===== config.mk =====
export PLATFORM = sky130hd
export DESIGN_NAME = pd_power_seq
export DESIGN_NICKNAME = d
export VERILOG_FILES = /design/src/rtl/pd_seq_pkg.sv /design/src/rtl/pd_switch_fsm.sv /design/src/rtl/pd_domain_ctl.sv /design/src/rtl/pd_power_seq.sv
export SDC_FILE = /design/constraint.sdc
export NUM_CORES = 1
export LEC_CHECK = 0
export CAP_MARGIN = 20
export CORE_ASPECT_RATIO = 1.1
export CORE_MARGIN = 1.5
export CORE_UTILIZATION = 46
export CTS_BUF_LIST = sky130_fd_sc_hd__clkbuf_16
export CTS_CLUSTER_SIZE = 40
export DETAILED_ROUTE_END_ITERATION = 8
export GPL_TIMING_DRIVEN = 0
export HOLD_SLACK_MARGIN = 0.15
export PLACE_DENSITY = 0.84
export SLEW_MARGIN = 25
export SYNTH_ARGS = -nofsm -noshare
export SYNTH_HDL_FRONTEND = slang
export SYNTH_SLANG_ARGS = --single-unit

===== constraint.sdc =====
create_clock -name clk -period 2.5 [get_ports clk]
set_input_delay 0.5 -clock clk [delete_from_list [all_inputs] [get_ports clk]]
set_output_delay 0.5 -clock clk [all_outputs]
set_load 0.1 [all_outputs]

===== src/rtl/pd_seq_pkg.sv =====
package pd_seq_pkg;
  localparam int NDOM      = 11;
  localparam int NLANE     = 4;
  localparam int ACK_SHIFT = 18;
  localparam int OTG_DOM   = 2;
  localparam int HSIO_DOM  = 4;
  // domains that own a power switch: 0, 2, 7, 10
  localparam logic [NDOM-1:0] SW_DOMS = 11'h485;

  typedef enum logic [1:0] {S_IDLE, S_SETTLE, S_CUT} seq_st_t;

  // request bit of a bridge lane in the handshake register
  function automatic int lane_bit(int i);
    return 5 + 2 * i;
  endfunction

  // domain a bridge lane belongs to
  function automatic int lane_dom(int i);
    case (i)
      0:       return 4;
      1:       return 10;
      default: return 7;
    endcase
  endfunction

  function automatic logic [NLANE-1:0] dom_lanes(int d);
    logic [NLANE-1:0] m;
    for (int i = 0; i < NLANE; i++) m[i] = (lane_dom(i) == d);
    return m;
  endfunction
endpackage


===== src/rtl/pd_switch_fsm.sv =====
module pd_switch_fsm import pd_seq_pkg::*; #(
  parameter int SETTLE_CYC = 4
) (
  input  logic clk,
  input  logic rst_n,
  input  logic go_up,
  input  logic go_dn,
  output logic sw_on,
  output logic iso,
  output logic idle
);
  localparam int CW = $clog2(SETTLE_CYC + 2);

  seq_st_t       st;
  logic [CW-1:0] cnt;
  logic          settle_done;

  function automatic logic cnt_expired(logic [CW-1:0] c);
    return c == '0;
  endfunction

  assign settle_done = (st == S_SETTLE) && cnt_expired(cnt);
  assign idle        = (st == S_IDLE);

  always_ff @(posedge clk) begin
    if (!rst_n) begin
      st    <= S_IDLE;
      sw_on <= 1'b0;
      iso   <= 1'b1;
      cnt   <= '0;
    end else begin
      case (st)
        S_IDLE: begin
          if (go_up) begin
            sw_on <= 1'b1;
            cnt   <= CW'(SETTLE_CYC);
            st    <= S_SETTLE;
          end else if (go_dn) begin
            iso <= 1'b1;
            st  <= S_CUT;
          end
        end
        S_SETTLE: begin
          if (settle_done) begin
            iso <= 1'b0;
            st  <= S_IDLE;
          end else begin
            cnt <= cnt - 1'b1;
          end
        end
        default: begin
          sw_on <= 1'b0;
          st    <= S_IDLE;
        end
      endcase
    end
  end

  AST_ISO_LEADS_CUT: assert property (@(posedge clk) disable iff (!rst_n)
    $fell(sw_on) |-> $past(iso));
  AST_SWITCH_LEADS_RELEASE: assert property (@(posedge clk) disable iff (!rst_n)
    $fell(iso) |-> (sw_on && $past(sw_on)));
  AST_START_ONLY_IDLE: assert property (@(posedge clk) disable iff (!rst_n)
    (go_up || go_dn) |-> idle);
endmodule


===== src/rtl/pd_domain_ctl.sv =====
module pd_domain_ctl #(
  parameter int SETTLE_CYC = 4,
  parameter bit IS_OTG     = 1'b0
) (
  input  logic clk,
  input  logic rst_n,
  input  logic acc_up,
  input  logic acc_dn,
  input  logic ack_clear,
  input  logic phy_rst,
  output logic pend_up,
  output logic pend_dn,
  output logic sw_on,
  output logic iso
);
  logic launched, idle, go_up, go_dn, finish, hold;

  assign hold   = IS_OTG && phy_rst && pend_up;
  assign go_up  = pend_up && !launched && idle;
  assign go_dn  = pend_dn && !launched && idle && ack_clear;
  assign finish = launched && idle && !hold;

  always_ff @(posedge clk) begin
    if (!rst_n) begin
      pend_up  <= 1'b0;
      pend_dn  <= 1'b0;
      launched <= 1'b0;
    end else begin
      if (acc_up) pend_up <= 1'b1;
      if (acc_dn) pend_dn <= 1'b1;
      if (go_up || go_dn) launched <= 1'b1;
      if (finish) begin
        pend_up  <= 1'b0;
        pend_dn  <= 1'b0;
        launched <= 1'b0;
      end
    end
  end

  pd_switch_fsm #(.SETTLE_CYC(SETTLE_CYC)) u_fsm (
    .clk(clk), .rst_n(rst_n), .go_up(go_up), .go_dn(go_dn),
    .sw_on(sw_on), .iso(iso), .idle(idle)
  );

  AST_ONE_DIRECTION: assert property (@(posedge clk) disable iff (!rst_n)
    !(pend_up && pend_dn));
  AST_CUT_AFTER_BRIDGE: assert property (@(posedge clk) disable iff (!rst_n)
    $rose(iso) |-> $past(ack_clear));
  AST_OTG_HELD: assert property (@(posedge clk) disable iff (!rst_n)
    (IS_OTG && phy_rst && pend_up) |=> pend_up);
  AST_UP_DONE_POWERED: assert property (@(posedge clk) disable iff (!rst_n)
    $fell(pend_up) |-> (sw_on && !iso));
endmodule


===== src/rtl/pd_power_seq.sv =====
module pd_power_seq import pd_seq_pkg::*; #(
  parameter int SETTLE_CYC = 4,
  parameter int ADDR_W     = 8,
  parameter int DATA_W     = 32,
  parameter logic [ADDR_W-1:0] A_UP    = 'h00,
  parameter logic [ADDR_W-1:0] A_DN    = 'h04,
  parameter logic [ADDR_W-1:0] A_HSK   = 'h08,
  parameter logic [ADDR_W-1:0] A_GATE0 = 'h40
) (
  input  logic              clk,
  input  logic              rst_n,
  input  logic              wr_en,
  input  logic [ADDR_W-1:0] addr,
  input  logic [DATA_W-1:0] wdata,
  output logic [DATA_W-1:0] rdata,
  input  logic [NLANE-1:0]  bridge_ack,
  input  logic              phy_rst,
  output logic [NLANE-1:0]  bridge_req,
  output logic [NDOM-1:0]   pwr_sw_on,
  output logic [NDOM-1:0]   iso_en
);
  function automatic logic [ADDR_W-1:0] gate_addr(int d);
    return A_GATE0 + ADDR_W'(4 * d);
  endfunction

  logic [NDOM-1:0]  gate, pend_up, pend_dn, acc_up, acc_dn, ack_clear, powered;
  logic [NLANE-1:0] hsk_req;
  logic             wr_up, wr_dn;
  wire              unused_wdata = ^wdata;

  assign wr_up  = wr_en && (addr == A_UP);
  assign wr_dn  = wr_en && (addr == A_DN);
  assign acc_up = {NDOM{wr_up}} & wdata[NDOM-1:0] & SW_DOMS & ~gate & ~pend_up & ~pend_dn;
  assign acc_dn = {NDOM{wr_dn}} & wdata[NDOM-1:0] & SW_DOMS &  gate & ~pend_up & ~pend_dn;

  always_ff @(posedge clk) begin
    if (!rst_n) begin
      gate    <= '0;
      hsk_req <= '0;
    end else if (wr_en) begin
      if (addr == A_HSK)
        for (int i = 0; i < NLANE; i++) hsk_req[i] <= wdata[lane_bit(i)];
      for (int d = 0; d < NDOM; d++)
        if (addr == gate_addr(d)) gate[d] <= wdata[0];
    end
  end

  always_comb begin
    rdata = '0;
    if (addr == A_UP) rdata[NDOM-1:0] = pend_up;
    else if (addr == A_DN) rdata[NDOM-1:0] = pend_dn;
    else if (addr == A_HSK) begin
      for (int i = 0; i < NLANE; i++) begin
        rdata[lane_bit(i)]             = hsk_req[i];
        rdata[lane_bit(i) + ACK_SHIFT] = bridge_ack[i];
      end
    end else begin
      for (int d = 0; d < NDOM; d++)
        if (addr == gate_addr(d)) rdata[0] = gate[d];
    end
  end

  for (genvar d = 0; d < NDOM; d++) begin : g_dom
    assign ack_clear[d] = ~|(bridge_ack & dom_lanes(d));
    if (SW_DOMS[d]) begin : g_sw
      pd_domain_ctl #(.SETTLE_CYC(SETTLE_CYC), .IS_OTG(d == OTG_DOM)) u_ctl (
        .clk(clk), .rst_n(rst_n), .acc_up(acc_up[d]), .acc_dn(acc_dn[d]),
        .ack_clear(ack_clear[d]), .phy_rst(phy_rst),
        .pend_up(pend_up[d]), .pend_dn(pend_dn[d]),
        .sw_on(pwr_sw_on[d]), .iso(iso_en[d])
      );
      assign powered[d] = ~iso_en[d];

      AST_DOWN_NEEDS_GATE: assert property (@(posedge clk) disable iff (!rst_n)
        $rose(pend_dn[d]) |-> $past(gate[d]));
    end else begin : g_none
      assign pend_up[d]   = 1'b0;
      assign pend_dn[d]   = 1'b0;
      assign pwr_sw_on[d] = 1'b0;
      assign iso_en[d]    = 1'b1;
      assign powered[d]   = 1'b1;
    end
  end

  for (genvar i = 0; i < NLANE; i++) begin : g_lane
    assign bridge_req[i] = hsk_req[i] & powered[lane_dom(i)];
    if (SW_DOMS[lane_dom(i)]) begin : g_chk
      AST_BRIDGE_NEEDS_SWITCH: assert property (@(posedge clk) disable iff (!rst_n)
        bridge_req[i] |-> pwr_sw_on[lane_dom(i)]);
    end
  end
endmodule


# [Word level (Yosys, flattened, before mapping)]
# Index checks and enable logic that the tools add are counted.
[totals] regBits=55 in_bits=48
[op_classes] n_addsub=4 n_eq_ne=41 muxes=89 bitwise_logic=21 reduce_logical=87
[ops] op="bitwise AND 11 bit" n=8
[ops] op="equality test 8 x 7 -> 1 bit, second input constant" n=11
[ops] op="two-way mux 1 bit" n=51
[ops] op="!= test 2 bit, second input constant" n=20
[ops] op="AND reduction 2 bit" n=20
[ops] op="inverter 11 bit" n=3
[ops] op="logical AND 1 bit" n=30
[ops] op="two-way mux 2 bit" n=13
[ops] op="two-way mux 3 bit" n=8
[ops] op="one-hot mux 3 bit (2 select lines)" n=4
[ops] op="one-hot mux 1 bit (2 select lines)" n=8
[ops] op="one-hot mux 2 bit (2 select lines)" n=4
[ops] op="AND reduction 4 bit" n=4
[ops] op="logical NOT 3 bit" n=4
[ops] op="!= test 3 bit, second input constant" n=4
[ops] op="AND reduction 3 bit" n=4
[ops] op="subtractor 3 x 1 -> 3 bit, second input constant" n=4
[ops] op="two-way mux 11 bit" n=1
[ops] op="OR reduction 2 bit" n=5
[ops] op="equality test 2 x 1 -> 1 bit, second input constant" n=4
[ops] op="equality test 8 x 3 -> 1 bit, second input constant" n=1
[ops] op="equality test 8 x 4 -> 1 bit, second input constant" n=1
[ops] op="logical NOT 2 bit" n=4
[ops] op="logical NOT 8 bit" n=1
[ops] op="5 further kinds" n=25

# [Logic depth before layout (Yosys ltp)]
# Gate-level depths: netlist of the first run.
[depth] word_depth=15 mapped_depth=8 depth_no_buf=7

# [Hierarchy]
# From an unflattened synthesis of the first run, not the netlist that was laid out.
[hier_totals] cells_unflattened=381 area_unflattened_um2=3372.0
[by_module_without_submodules] module="pd_power_seq" instances=1 cells_per_inst=174 area_per_inst_um2=1468.9 seq_area_each_um2=300.3
[by_module_without_submodules] module="pd_switch_fsm" instances=4 cells_per_inst=39 area_per_inst_um2=335.3 seq_area_each_um2=140.1
[by_module_without_submodules] module="pd_domain_ctl at g_dom[0].g_sw.u_ctl ..." instances=3 cells_per_inst=12 area_per_inst_um2=135.1 seq_area_each_um2=60.1
[by_module_without_submodules] module="pd_domain_ctl at g_dom[2].g_sw.u_ctl" instances=1 cells_per_inst=15 area_per_inst_um2=156.4 seq_area_each_um2=60.1

# [Worst setup path after synthesis of the first run]
# OpenSTA, ideal clock, no wires.
[synth_path] path_kind="input to output" from="in addr[2]" to="out rdata[0]" arrival_ns=2.766 path_slack_ns=-0.766 stages=6 n_path_buf=1 path_cell_list="buf_2 -> nor4_2 -> a21boi_0 -> nor3b_1 -> a311oi_1 -> o21ai_1"
[synth_between] elab_chain_len=15
[synth_lines] item="start: declaration" line="pd_power_seq.sv:13" source="input logic [ADDR_W-1:0] addr,"
[synth_lines] item="equality test 8 x 7 -> 1 bit" line="pd_power_seq.sv:59" source="if (addr == gate_addr(d)) rdata[0] = gate[d];"
[synth_lines] item="two-way mux 1 bit (11 in a row)" line="pd_power_seq.sv:59"
[synth_lines] item="two-way mux 1 bit" line="pd_power_seq.sv:52" source="else if (addr == A_HSK) begin"
[synth_lines] item="two-way mux 1 bit" line="pd_power_seq.sv:51" source="else if (addr == A_DN) rdata[NDOM-1:0] = pend_dn;"
[synth_lines] item="two-way mux 11 bit (*)" line="pd_power_seq.sv:50" source="if (addr == A_UP) rdata[NDOM-1:0] = pend_up;"
[synth_lines] item="end: declaration" line="pd_power_seq.sv:15" source="output logic [DATA_W-1:0] rdata,"
# Every way passes the cells marked *; elsewhere a longest branch is shown, timed or not.

# [Worst setup path after layout of the first run]
[layout_path] from="reg hsk_req[2]" to="out bridge_req[2]"
[layout_between] elab_chain_len=1
[layout_lines] item="start: declaration" line="pd_power_seq.sv:27" source="logic [NLANE-1:0] hsk_req;"
[layout_lines] item="start signal: assignment" line="pd_power_seq.sv:39" source="hsk_req <= '0;"
[layout_lines] item="bitwise AND 1 bit" line="pd_power_seq.sv:86" source="assign bridge_req[i] = hsk_req[i] & powered[lane_dom(i)];"
[layout_lines] item="end: declaration" line="pd_power_seq.sv:18" source="output logic [NLANE-1:0] bridge_req,"
# No other way between the ends.

==> metrics.md, run 1 <==
| Metric | Value |
|---|---|
| Status | finished clean |
| Placed cell area | 3780 um^2 |
| Post-route cell area | 4050 um^2 |
| First DRT Iteration DRCs | 196 |
| CTS tree | done |
| Slack of the critical path | 0.0681 ns |
| I/O pin count | 106 |
| Final setup fails | 0 |
| Fin util | 61.7% |
| MaxCap Viol Count | 0 |
| Seq pwr share | 43.0% |
| Pre-antenna DRT Iters | 5 |
| Syn avg cell area | 8.20 um^2 |
| Final Skew | 0.00507 ns |
| Clock latency on the worst-skew pair | 0.29 ns |
| Top_reg_cell synth | dfxtp_1 |
| Setup Crit Path Kind | reg2out |
| FP Rows | 31 |
| Pre-CTS setup slack | -1.39 ns |
| Multi-input gate area | 1750 um^2 |
| Core footprint | 6560 um^2 |
| CP Launch Type | flip-flop |
| Cell count after synthesis | 379 |
| Grt total ovfl | 0 |
| Number of global-route vias before repair | 2560 |
| Crit-path max FO | 3 |
| Crit path arrival time | 1.93 ns |
| Layout area overhead | 30.2% |
| Peak VDD IR | 0.349 mV |
| FFs w/ async S/R, synth | 0% |
| Clock slew at reported path FFs | 0.07 ns |
| Power share of the combinational group | 19.0% |
| Fin. max-slew vios | 0 |
| Clock root cell | clkbuf_16 |
| Critical path capture point type | primary output |
| Longest Clk Path Bufs | 2 |
| Part of the cycle the worst path needs | 97.3% |
| Synthesized area | 3110 um^2 |
| GP Congestion | 0.890 |
| H-tree depth | 2 |
| Vias per cell | 5.13 |
| Leakage Power | 1.83 nW |
| Clk sinks | 55 |
| Tmin final | 2.43 ns |
| Final Power | 2.04 mW |
| Num CTS Buffers | 5 |
| Antenna cells | 0 |
| Max_slew headroom | 34.5% |
| Largest net degree at the start of global routing | 17 |
| Die Height | 89.2 um |
| Psw | 0.611 mW |
| Internal power | 1.43 mW |
| P per Cell Area | 504 nW/um^2 |
| Synth Warn # | 0 |
| Final HPWL DP | 5160 um |
| Switching share of power | 30.0% |
| Peak Freq | 411 MHz |
| Sequential area share after synthesis | 35.4% |
| Share of layout cells above drive strength 1 | 20.6% |
| Wire per inst | 13.3 um |
| FF/Latch Area | 1100 um^2 |
| Die area | 7260 um^2 |
| Hold Vio Cnt, Final | 0 |
| Starting Density | 47.4% |
| Die W | 81.4 um |
| Post-CTS Hold Buffers | 0 |
| Worst slew pin tran | 0.981 ns |
| Nets | 526 |
| WL final | 7380 um |
| Total number of vias | 2835 |
| #FFs+latches synth | 55 |
| # fillers | 573 |
| Initial antenna violation count | 0 |
| # port buffers | 44 |
| Clock power share | 38.0% |
| Post-synth EDFFs | 0 |
| Detail Route Antenna Nets | 0 |
| Library cells used by synthesis | 50 |
| Drc violations | 0 |
| WP data required | 2.00 ns |
| First-pass GRT wire length | 11600 um |
| GR Util All Layers | 20.8% |
| Class of the worst hold path | reg2reg |
==> power by group through the flow <==
stage | logic [mW] | registers [mW] | clock network [mW]
3_5_place_dp | 0.376 | 0.897 | 0
5_1_grt | 0.404 | 0.876 | 0.816
3_3_place_gp | 0.374 | 0.897 | 0
2_1_floorplan | 0.314 | 0.897 | 0
4_1_cts | 0.382 | 0.877 | 0.779
6_report | 0.388 | 0.877 | 0.776
==> layout make-up <==
class | count | area share [%]
plain buffers | 54 | 9.65
clock buffers | 5 | 3.09
clock inverters | 3 | 0.959
inverters | 14 | 1.30
multi-input cells | 289 | 43.3
flip-flops and latches | 55 | 27.2
well taps | 82 | 2.54
repair buffers | 51 | 12.0
==> routing by layer <==
layer	up-vias	global-route usage [%]	part of all wire (%)
met3	14	3.27	6.0
met2	115	36.1	51
met5	-	0	0
met4	0	9.56	1.7
met1	1309	25.1	41
li1	1397	-	-
==> synthesized netlist by cell type (8+ instances only) <==
master	count	area, um^2
nand2_1	28	105
and2_1	8	50.1
nor3_1	9	45.0
dfxtp_1	55	1100
nand2b_1	8	50.1
buf_4	44	330
inv_1	13	48.8
nor2_1	66	248
a21oi_1	17	85.1
ha_1	8	100
nor2b_1	9	56.3
nand3_1	9	45.0
o21ai_0	11	55.1
mux2i_1	26	260
==> timing repair <==
item	CTS	global route
setup endpoints to repair	11	10
cloned	0	0
gates resized for setup	99	19
pin swaps	5	5
buffers inserted	3	4
==> through the flow <==
| step | std cells | setup TNS [ns] | hold WS, ns |
|---|---|---|---|
| after floorplan | 412 | -0.905 | 0.442 |
| after detailed placement | 538 | -13.75 | 0.465 |
| after global placement | 538 | -13.50 | 0.452 |
| final | 553 | 0 | 0.468 |
| after CTS | 549 | 0 | 0.474 |
| after global routing | 553 | -0.00556 | 0.502 |
==> state kept, by name (all words and copies together), names as in the netlist <==
name                          count
g_dom.g_sw.u_ctl.pend_up          4
gate                             11
g_dom.g_sw.u_ctl.u_fsm.st         8
hsk_req                           4
g_dom.g_sw.u_ctl.u_fsm.sw_on      4
g_dom.g_sw.u_ctl.u_fsm.iso        4
g_dom.g_sw.u_ctl.launched         4
g_dom.g_sw.u_ctl.pend_dn          4
g_dom.g_sw.u_ctl.u_fsm.cnt       12
==> logic make-up (layout without fill, tap and decap cells) <==
| logic type | after synthesis | after routing | share of synthesized area (%) |
|---|---|---|---|
| xor gates and xnor gates | 1 | 1 | 0.282 |
| DFF | 55 | 55 | 35.4 |
| and+or+nand+nor | 169 | 169 | 27.9 |
| adders and majority gates | 8 | 8 | 3.22 |
| other | 2 | 35 | 0.242 |
| AOI/OAI and AO/OA | 48 | 48 | 9.30 |
| buffers and inverters | 68 | 127 | 14.1 |
| muxes | 28 | 28 | 9.46 |
==> placed cells by master (no fill, tap or decap), types with 2 or more instances in the layout <==
master,instances
clkinv_1,2
nor4_4,2
clkbuf_1,5
ha_1,8
and4_1,4
o22ai_1,2
nor2_1,64
nand3_1,9
dlymetal6s2s_1,2
nor2_2,2
inv_1,13
conb_1,35
o21ai_0,11
nand3b_1,3
buf_6,7
mux2i_1,26
nor3b_2,2
clkdlybuf4s50_1,24
nand2b_1,8
nor2b_1,9
dfxtp_1,55
buf_4,55
and2_1,8
clkbuf_16,5
nand2_1,28
a31oi_1,5
nor3b_1,4
clkbuf_2,5
nand4_1,2
buf_2,2
and3_1,6
or3_1,2
a21oi_1,17
nor3_1,8
==> final timing paths <==
path	to	start	cells past startpoint	slack (ns)
worst max-delay path	bridge_req[2]	hsk_req[2]	2	0.07
worst max register to register	g_dom[7].g_sw.u_ctl.u_fsm.iso	g_dom[7].g_sw.u_ctl.u_fsm.cnt[0]	7	0.76
worst min register to register	g_dom[0].g_sw.u_ctl.u_fsm.cnt[0]	g_dom[0].g_sw.u_ctl.u_fsm.cnt[0]	2	0.47
worst min-delay path	g_dom[0].g_sw.u_ctl.u_fsm.cnt[0]	g_dom[0].g_sw.u_ctl.u_fsm.cnt[0]	2	0.47
==> worst max-delay path, stage by stage, from the launching register on <==
cell and delay [ns]:
dfxtp_1 0.35, nor2b_1 0.14, clkdlybuf4s50_1 1.14
Power figures use the tool's default switching activity.
==> inputs of run 2 (changes only) <==
--- a/config.mk
+++ b/config.mk
@@ -8,5 +8,5 @@
 export CAP_MARGIN = 20
 export CORE_ASPECT_RATIO = 1.1
-export CORE_MARGIN = 1.5
+export CORE_MARGIN = 8
 export CORE_UTILIZATION = 46
 export CTS_BUF_LIST = sky130_fd_sc_hd__clkbuf_16
==> constraint.sdc (replaced) <==
create_clock -name clk -period 2.5 [get_ports clk]
set_input_delay 0.5 -clock clk [delete_from_list [all_inputs] [get_ports clk]]
set_output_delay 0.5 -clock clk [all_outputs]
set_load 0.05 [all_outputs]
==> metrics.md, run 2 (synthesis gave the netlist of run 1 again) <==
| Metric | Value |
|---|---|
| Status | finished clean |
| Num CTS Buffers | 5 |
| Met3 GRT Util | 3.38% |
| Final HPWL DP | 5710 um |
| Largest net degree at the start of global routing | 15 |
| MaxCap Viol Count | 0 |
| Wire per inst | 13.7 um |
| WL final | 7540 um |
| Drc violations | 0 |
| Initial antenna violation count | 0 |
| Final Non-Filler Cells | 551 |
| Die W | 94.4 um |
| Crit-path cells | clkdlybuf4s18_2 > clkbuf_2 > mux2i_1 > o22ai_1 > and3_1 > clkdlybuf4s15_2 |
| I/O pin count | 106 |
| CP Launch Type | primary input |
| Nets | 526 |
| Grt total ovfl | 0 |
| Clock slew at reported path FFs | 0.06 ns |
| Max_slew headroom | 61.7% |
| Clk sinks | 55 |
| Most common cell after layout, fill and taps aside | nor2_1 |
| Die Height | 102 um |
| GP Congestion | 0.863 |
| Met1 usage | 16.7% |
| Layout area overhead | 28.0% |
| First-pass GRT wire length | 11700 um |
| Share of layout cells above drive strength 1 | 19.8% |
| Worst slew pin tran | 0.575 ns |
| First DRT Iteration DRCs | 161 |
| CP max stage delay | 0.34 ns |
| Tmin final | 2.45 ns |
| # port buffers | 44 |
| Peak VDD IR | 0.267 mV |
| Met2 global-route usage | 26.9% |
| WP data required | 2.00 ns |
| H-tree depth | 2 |
| CTS tree | done |
| Setup Crit Path Kind | in2out |
| Hold Vio Cnt, Final | 0 |
| Longest Clk Path Bufs | 2 |
| Die area | 9650 um^2 |
| Biggest regs | g_dom.g_sw.u_ctl.u_fsm.cnt x12, gate x11, g_dom.g_sw.u_ctl.u_fsm.st x8 |
| Crit-path max FO | 10 |
| Post-CTS Hold Buffers | 0 |
| Placed Cells | 538 |
| Antenna cells | 0 |
| Leakage Power | 1.77 nW |
| Unrepaired setup endpoints after global routing | no |
| Pre-antenna DRT Iters | 4 |
| Core footprint | 6560 um^2 |
| Peak Freq | 408 MHz |
| Class of the worst hold path | reg2reg |
| # fillers | 564 |
| Most flop-heavy register | g_dom.g_sw.u_ctl.u_fsm.cnt |
| Final Skew | 0.00248 ns |
| Final hold slack | 0.480 ns |
| Max reg flops | 12 |
| Part of the cycle the worst path needs | 98.2% |
| Vias per cell | 5.04 |
| Slowest stage cell, crit path | clkdlybuf4s15_2 |
| FF-to-FF path depth | 7 |
| Starting Density | 47.4% |
| GRT Max-Usage Layer | met2 |
| Clock root cell | clkbuf_16 |
| Clock latency on the worst-skew pair | 0.28 ns |
| FP Rows | 31 |
| Most frequent cells in the layout | nor2_1, buf_4, dfxtp_1 |
| GR Util All Layers | 15.1% |
| Final setup fails | 0 |
| Number of global-route vias before repair | 2571 |
| Total number of vias | 2779 |
| P per Cell Area | 450 nW/um^2 |
| Hold Path Cell Cnt | 2 |
| Critical path capture point type | primary output |
| Final Power | 1.79 mW |
| Fin. max-slew vios | 0 |
| Crit path arrival time | 1.95 ns |
| Detail Route Antenna Nets | 0 |
==> run 2: cell count changes in the layout (fill, tap and decap cells not counted), moves of 2 or more <==
cell	previous run	this run
buf_6	7	2
buf_4	55	59
buf_2	2	0
clkdlybuf4s15_2	1	3
clkdlybuf4s50_1	24	26
dlymetal6s2s_1	2	0
==> run 2: timing repair <==
action / CTS / global route
gates resized for setup: 77 / 15
cloned: 0 / 0
setup endpoints to repair: 11 / 3
endpoints found under the hold margin: 0 / 0
pin swaps: 4 / 6
setup buffers: 5 / 2
==> run 2: metrics by stage <==
step           utilization (%)  setup slack [ns]  instance area [um^2]  setup TNS, ns
5_1_grt                   60.7           0.00486                  3980              0
2_1_floorplan                -             0.111                  3240              0
4_1_cts                   60.5          0.000146                  3960              0
3_5_place_dp              57.6             -1.07                  3780         -10.23
3_3_place_gp              57.6            -0.973                  3780          -9.99
6_report                  60.7            0.0460                  3980              0
==> run 2: worst paths after layout <==
| path | slack, ns | start | end |
|---|---|---|---|
| max | 0.05 | addr[3] | rdata[7] |
| min | 0.48 | g_dom[2].g_sw.u_ctl.u_fsm.sw_on | g_dom[2].g_sw.u_ctl.u_fsm.sw_on |
| max reg2reg | 0.76 | g_dom[7].g_sw.u_ctl.u_fsm.cnt[0] | g_dom[7].g_sw.u_ctl.u_fsm.iso |
| min reg2reg | 0.48 | g_dom[2].g_sw.u_ctl.u_fsm.sw_on | g_dom[2].g_sw.u_ctl.u_fsm.sw_on |
==> run 2: metal layers <==
metal	vias up	wire, um
li1	1396	-
met1	1270	3050
met2	102	3700
met3	11	667
met4	0	129
met5	-	0
==> run 2: worst max-delay path: cells and delay by family <==
kind                   cells  cell delay, ns
buffers and inverters      3            0.94
muxes                      1            0.22
and+or+nand+nor            1            0.21
AOI/OAI and AO/OA          1            0.09
==> run 2: final cells by class <==
class	count	area, um^2	area share (%)
clock inverter	1	3.75	0.0944
sequential	55	1100	27.7
clock buffer	5	125	3.15
tap	82	103	2.58
timing repair buffer	51	454	11.4
inverter	14	52.6	1.32
multi-input combinational	289	1750	43.9
buffer	54	390	9.81
==> run 2: power by group <==
part           internal, mW  switching [mW]  leakage [nW]
Combinational        0.0853           0.188          1.26
Clock                 0.357           0.284        0.0669
Sequential            0.877        0.000643         0.443
